<file path="config.mk">
export PLATFORM = sky130hd
export DESIGN_NAME = ipi_boot_seq
export DESIGN_NICKNAME = d
export VERILOG_FILES = /design/src/rtl/ipi_pkg.sv /design/src/rtl/ipi_decode.sv /design/src/rtl/lowest_pick.sv /design/src/rtl/cpu_boot_slot.sv /design/src/rtl/ipi_boot_seq.sv
export SDC_FILE = /design/constraint.sdc
export NUM_CORES = 1
export LEC_CHECK = 0
export ABC_CLOCK_PERIOD_IN_PS = 4000
export BUFFER_PORTS_ARGS = -buffer_cell sky130_fd_sc_hd__buf_2
export CORE_MARGIN = 2
export CORE_UTILIZATION = 46
export DETAILED_ROUTE_END_ITERATION = 7
export GPL_TIMING_DRIVEN = 0
export PLACE_DENSITY = 0.84
export SYNTH_ARGS = -nofsm -noshare
export SYNTH_HDL_FRONTEND = slang
export SYNTH_SLANG_ARGS = --single-unit
</file>
<file path="constraint.sdc">
create_clock -name clk -period 4 [get_ports clk]
set_clock_uncertainty 0.15 [all_clocks]
set_input_delay 0.2 -clock clk [delete_from_list [all_inputs] [get_ports clk]]
set_output_delay 0.2 -clock clk [all_outputs]
set_load 0.05 [all_outputs]
</file>
<file path="src/rtl/ipi_pkg.sv">
package ipi_pkg;

   typedef enum logic [1:0] {
      BOOT_HELD  = 2'd0,
      BOOT_WAIT  = 2'd1,
      BOOT_RUN   = 2'd2
   } boot_e;

   localparam logic [2:0] MODE_FIXED = 3'b000;
   localparam logic [2:0] MODE_NMI   = 3'b100;
   localparam logic [2:0] MODE_INIT  = 3'b101;
   localparam logic [2:0] MODE_START = 3'b110;

   typedef enum logic [1:0] {
      SH_FIELD   = 2'd0,
      SH_SELF    = 2'd1,
      SH_ALL     = 2'd2,
      SH_OTHERS  = 2'd3
   } shorthand_e;

endpackage

</file>
<file path="src/rtl/ipi_decode.sv">
module ipi_decode
   import ipi_pkg::*;
#(
   parameter int NUM_CPU = 4,
   localparam int IDX_W  = (NUM_CPU > 1) ? $clog2(NUM_CPU) : 1
) (
   input  logic [63:0]        cmd,
   input  logic [IDX_W-1:0]   sender,
   input  logic               xmode,
   input  logic [NUM_CPU-1:0] running,
   output logic [31:0]        dest_idx,
   output logic               dest_ok,
   output logic               from_bsp,
   output logic               is_dlv,
   output logic               is_nmi,
   output logic               is_init,
   output logic               is_start,
   output logic               level_hi,
   output logic [NUM_CPU-1:0] tgt_mask
);
   logic [2:0]         mode;
   shorthand_e         sh;
   logic [NUM_CPU-1:0] field_hot;
   logic [NUM_CPU-1:0] self_hot;

   assign mode     = cmd[10:8];
   assign sh       = shorthand_e'(cmd[19:18]);
   assign level_hi = cmd[14];
   assign dest_idx = xmode ? cmd[63:32] : {24'd0, cmd[63:56]};
   assign dest_ok  = (dest_idx != 32'd0) && (dest_idx < 32'(NUM_CPU));
   assign from_bsp = (sender == '0);
   assign is_nmi   = (mode == MODE_NMI);
   assign is_dlv   = (mode == MODE_FIXED) || is_nmi;
   assign is_init  = (mode == MODE_INIT);
   assign is_start = (mode == MODE_START);

   for (genvar g = 0; g < NUM_CPU; g++) begin : g_hot
      assign field_hot[g] = (dest_idx == 32'(g));
      assign self_hot[g]  = (32'(sender) == 32'(g));
   end

   always_comb begin
      unique case (sh)
         SH_FIELD:  tgt_mask = field_hot;
         SH_SELF:   tgt_mask = self_hot;
         SH_ALL:    tgt_mask = running;
         SH_OTHERS: tgt_mask = running & ~self_hot;
         default:   tgt_mask = '0;
      endcase
   end
endmodule

</file>
<file path="src/rtl/lowest_pick.sv">
module lowest_pick #(
   parameter int N      = 4,
   localparam int IDX_W = (N > 1) ? $clog2(N) : 1
) (
   input  logic [N-1:0]     req,
   output logic             any,
   output logic [IDX_W-1:0] idx,
   output logic [N-1:0]     hot
);
   always_comb begin
      idx = '0;
      any = 1'b0;
      for (int i = N - 1; i >= 0; i--) begin
         if (req[i]) begin
            idx = IDX_W'(i);
            any = 1'b1;
         end
      end
   end

   assign hot = any ? ({{(N-1){1'b0}}, 1'b1} << idx) : '0;
endmodule

</file>
<file path="src/rtl/cpu_boot_slot.sv">
module cpu_boot_slot
   import ipi_pkg::*;
#(
   parameter bit IS_BSP = 1'b0
) (
   input  logic  clk,
   input  logic  rst_n,
   input  logic  go_wait,
   input  logic  go_run,
   output boot_e state
);
   localparam boot_e RST_STATE = IS_BSP ? BOOT_RUN : BOOT_HELD;

   always_ff @(posedge clk or negedge rst_n) begin
      if (!rst_n) begin
         state <= RST_STATE;
      end else if (go_wait && state == BOOT_HELD) begin
         state <= BOOT_WAIT;
      end else if (go_run && state == BOOT_WAIT) begin
         state <= BOOT_RUN;
      end
   end
endmodule

</file>
<file path="src/rtl/ipi_boot_seq.sv">
module ipi_boot_seq
   import ipi_pkg::*;
#(
   parameter int NUM_CPU = 4,
   localparam int IDX_W  = (NUM_CPU > 1) ? $clog2(NUM_CPU) : 1
) (
   input  logic                   clk,
   input  logic                   rst_n,
   input  logic                   cmd_valid,
   output logic                   cmd_ready,
   input  logic [63:0]            cmd_word,
   input  logic [IDX_W-1:0]       cmd_sender,
   input  logic                   xmode_en,
   output logic [NUM_CPU-1:0]     dest_mask,
   output logic                   dlv_valid,
   output logic [IDX_W-1:0]       dlv_target,
   output logic                   dlv_nmi,
   output logic [7:0]             dlv_vector,
   output logic                   spin_valid,
   output logic [IDX_W-1:0]       spin_cpu,
   output logic [19:0]            spin_addr,
   output logic                   unhandled,
   output logic [2*NUM_CPU-1:0]   boot_state
);
   if (NUM_CPU < 2 || NUM_CPU > 256) begin : g_bad_cfg
      $error("ipi_boot_seq: NUM_CPU must lie in 2..256");
   end

   logic [31:0]        dest_idx;
   logic               dest_ok, from_bsp, is_dlv, is_nmi, is_init, is_start, level_hi;
   logic [NUM_CPU-1:0] tgt_mask, running, waiting, go_wait, go_run;
   logic [NUM_CPU-1:0] pend_q, pick_hot;
   logic               pick_any, accept, init_ok, start_ok;
   logic               nmi_q, unh_q, spin_q;
   logic [7:0]         vec_q;
   logic [IDX_W-1:0]   spin_cpu_q;
   logic [19:0]        spin_addr_q;

   ipi_decode #(.NUM_CPU(NUM_CPU)) u_dec (
      .cmd      (cmd_word),
      .sender   (cmd_sender),
      .xmode    (xmode_en),
      .running  (running),
      .dest_idx (dest_idx),
      .dest_ok  (dest_ok),
      .from_bsp (from_bsp),
      .is_dlv   (is_dlv),
      .is_nmi   (is_nmi),
      .is_init  (is_init),
      .is_start (is_start),
      .level_hi (level_hi),
      .tgt_mask (tgt_mask)
   );

   lowest_pick #(.N(NUM_CPU)) u_pick (
      .req (pend_q),
      .any (pick_any),
      .idx (dlv_target),
      .hot (pick_hot)
   );

   assign cmd_ready = ~pick_any;
   assign accept    = cmd_valid & cmd_ready;
   assign init_ok   = is_init & level_hi & from_bsp & dest_ok;
   assign start_ok  = is_start & from_bsp & dest_ok;

   for (genvar g = 0; g < NUM_CPU; g++) begin : g_slot
      boot_e st;
      assign go_wait[g] = accept & init_ok & (dest_idx == 32'(g));
      assign go_run[g]  = accept & start_ok & (dest_idx == 32'(g));

      cpu_boot_slot #(.IS_BSP(g == 0)) u_slot (
         .clk     (clk),
         .rst_n   (rst_n),
         .go_wait (go_wait[g]),
         .go_run  (go_run[g]),
         .state   (st)
      );

      assign running[g]          = (st == BOOT_RUN);
      assign waiting[g]          = (st == BOOT_WAIT);
      assign boot_state[2*g +: 2] = st;
   end

   always_ff @(posedge clk or negedge rst_n) begin
      if (!rst_n) begin
         pend_q      <= '0;
         dest_mask   <= '0;
         nmi_q       <= 1'b0;
         vec_q       <= '0;
         unh_q       <= 1'b0;
         spin_q      <= 1'b0;
         spin_cpu_q  <= '0;
         spin_addr_q <= '0;
      end else begin
         unh_q  <= accept & ~(is_dlv | (is_init & ~level_hi) | init_ok | start_ok);
         spin_q <= |(go_run & waiting);
         if (accept && is_dlv) begin
            pend_q    <= tgt_mask;
            dest_mask <= tgt_mask;
            nmi_q     <= is_nmi;
            vec_q     <= cmd_word[7:0];
         end else begin
            pend_q <= pend_q & ~pick_hot;
         end
         if (accept && start_ok) begin
            spin_cpu_q  <= dest_idx[IDX_W-1:0];
            spin_addr_q <= {cmd_word[7:0], 12'd0};
         end
      end
   end

   assign dlv_valid  = pick_any;
   assign dlv_nmi    = nmi_q;
   assign dlv_vector = vec_q;
   assign unhandled  = unh_q;
   assign spin_valid = spin_q;
   assign spin_cpu   = spin_cpu_q;
   assign spin_addr  = spin_addr_q;
endmodule

</file>
==> results.json <==
{
  "antenna_found_initial": 0,
  "hp-start": "cmd_valid",
  "cp-start-kind": "flop",
  "drv_cap": 0,
  "grt_max_degree": 38,
  "syn_area_per_cell_um2": 10.1,
  "hold_viol_final": 0,
  "final_cells": 354,
  "crit_arrival_ns": 2.22,
  "die_height_um": 68.7,
  "drt_iter0_markers": 75,
  "ff_latch_area_um2": 927,
  "ys_top_cells_by_area": "dfrtp_1 47%, nand2_1 6.0%, buf_4 4.7%",
  "vias": 1837,
  "status": "completed",
  "timing.rr.end": "spin_addr[19]$_DFFE_PN0N_",
  "rsz0062_at_grt": "false",
  "fmax_mhz": 456,
  "cts_max_level": 2,
  "cts_resized": 0,
  "dp_hpwl_mm": 3.68,
  "crit_buf_inv": 2,
  "p_leak_nw": 1.41,
  "place_congestion": 0.872,
  "holdPathStages": 2,
  "drc": 0,
  "clock-sinks": 37,
  "path_delay_family": "simple AND/OR/NAND/NOR gates",
  "nets": 373,
  "hold_end": "unhandled$_DFF_PN0_",
  "r2r_cells": 7,
  "ios": 119,
  "fin_crit_ns": 2.19,
  "drive_gt1_share_pct": 40.5,
  "cts-root-buf": "clkbuf_8",
  "fillers": 310,
  "drtPass1Iterations": 4,
  "postRouteAntennaNets": 0,
  "hold_buffers": 9,
  "cts.clk_slew.worst_paths_ns": 0.07,
  "rows": 23,
  "critical_path.startpoint": "pend_q[1]$_DFF_PN0_",
  "setup_tns_ns": 0,
  "critical_path.slowest_cell": "dfrtp_1",
  "setup_viol": 0,
  "critical_path.max_fanout": 10,
  "critPathKind": "flop to flop",
  "hold_class": "input pin to flop",
  "cts_buffers": 5,
  "grt.overflow.total": 0,
  "synth_top_cell_by_area": "dfrtp_1",
  "ff2ff_setup_slack_ns": 1.81,
  "post-cts-setup-buffer-count": 0,
  "ir_worst_vdd_mv": 0.189,
  "total_power_w": 0.000904,
  "synthArstFlopShare_pct": 100,
  "antenna_cells": 0,
  "grt_first_pass_wirelength_mm": 7.21,
  "multi_input_area_um2": 877,
  "synth_area_um2": 1920,
  "synthTopCellsByCount": "36 x dfrtp_1, 31 x nand2_1, 13 x nor2_1",
  "yosys_most_used_dff": "dfrtp_1",
  "period_share_pct": 54.9,
  "start_util_pct": 48.1,
  "slew_headroom_pct": 46.3,
  "clock_latency_ns": 0.29,
  "worst_hold_slack_ns": 0.0416,
  "core_um2": 4000,
  "r2r-start": "pend_q[1]$_DFF_PN0_",
  "grt_pass1_vias": 1687,
  "synth-seq-cells": 37,
  "routed_wl_mm": 4.73,
  "grt_use_total_pct": 20.8,
  "synth_cell_types": 39,
  "crit_chain": "nor4_4, nand2_2, nor2_1, and4_4, buf_6, buf_8, mux2_4",
  "via_per_inst": 5.19,
  "ys_seq_area_share_pct": 48.2,
  "clockBufferDepth": 2,
  "power_density_nw_per_um2": 342,
  "placed_cells": 337,
  "required_ns": 4.03,
  "synth_top_area_share_pct": 46.8,
  "yosys_warnings": 0,
  "cpPeakStageDelay_ns": 0.46,
  "port_buffers": 86,
  "cts_tree": "built",
  "synth_edf_count": 0,
  "area_delta_synth_final_pct": 37.5,
  "worst_pin_slew_ns": 0.806,
  "synth_cells": 190,
  "dieArea_um2": 4720,
  "critPathCaptureType": "flop",
  "yosysMostFrequentCell": "dfrtp_1",
  "die_w_um": 68.7,
  "wl_per_cell_um": 13.3,
  "drv_slew": 0
}
report_power, final:
part           switching [W]  internal [W]
registers          0.0000102      0.000394
logic               0.000162     0.0000659
clock network       0.000132      0.000140
metal layers:
layer	share of wire (%)	track usage [%]	up-vias
met5	0	0	-
met4	1.9	9.75	0
met3	7.3	3.90	7
met2	52	36.4	86
met1	39	24.6	860
li1	-	-	884
cell families after synthesis:
family	share of synthesized area (%)
and+or+nand+nor	22.7
DFF	48.2
AOI/OAI and AO/OA	11.3
buffers and inverters	8.39
muxes	9.23
other	0.195
state kept, by name, indices dropped and copies added, names as in the netlist:
signal,cells
unhandled,1
spin_cpu,2
spin_addr,8
g_slot.u_slot.state,8
dest_mask,4
spin_valid,1
pend_q,4
dlv_nmi,1
dlv_vector,8
cell type report:
type	instances	share of cell area [%]
plain buffers	21	5.68
well taps	50	2.37
flip-flops and latches	37	35.1
repair buffers	95	19.7
multi-input cells	140	33.2
inverters	3	0.426
clock buffers	6	3.12
clock inverters	2	0.520
stage by stage:
stage	utilization [%]	setup slack, ns	area [µm²]
4_1_cts	66.1	1.80	2650
6_report	66.1	1.81	2650
5_1_grt	66.1	1.65	2650
3_5_place_dp	61.5	1.80	2460
2_1_floorplan	-	1.46	1970
3_3_place_gp	61.5	1.82	2460
cells in the final DEF, fill, tap and decap left out, types with 5 or more instances in the layout:
cell and count:
mux2_4 6, buf_2 86, nor4_1 6, nor2_1 13, o21ai_1 7, mux2_1 6
clkbuf_8 6, buf_4 12, nand2_1 31, dlygate4sd3_1 9, nor3_1 7, conb_1 12
a31oi_1 9, dfrtp_1 36, clkbuf_1 6, o21ai_0 6, nand3b_1 5
how the worst max path moves through the flow:
stage	slack, ns	cells past startpoint	to
floorplan	1.46	7	spin_addr[18]$_DFFE_PN0N_
global placement	1.82	7	spin_addr[18]$_DFFE_PN0N_
detailed placement	1.80	7	spin_cpu[0]$_DFFE_PN0N_
CTS	1.80	7	spin_addr[18]$_DFFE_PN0N_
global route	1.65	7	spin_addr[19]$_DFFE_PN0N_
finish	1.81	7	spin_addr[19]$_DFFE_PN0N_
Note: power is estimated with default switching activity, not from simulation.
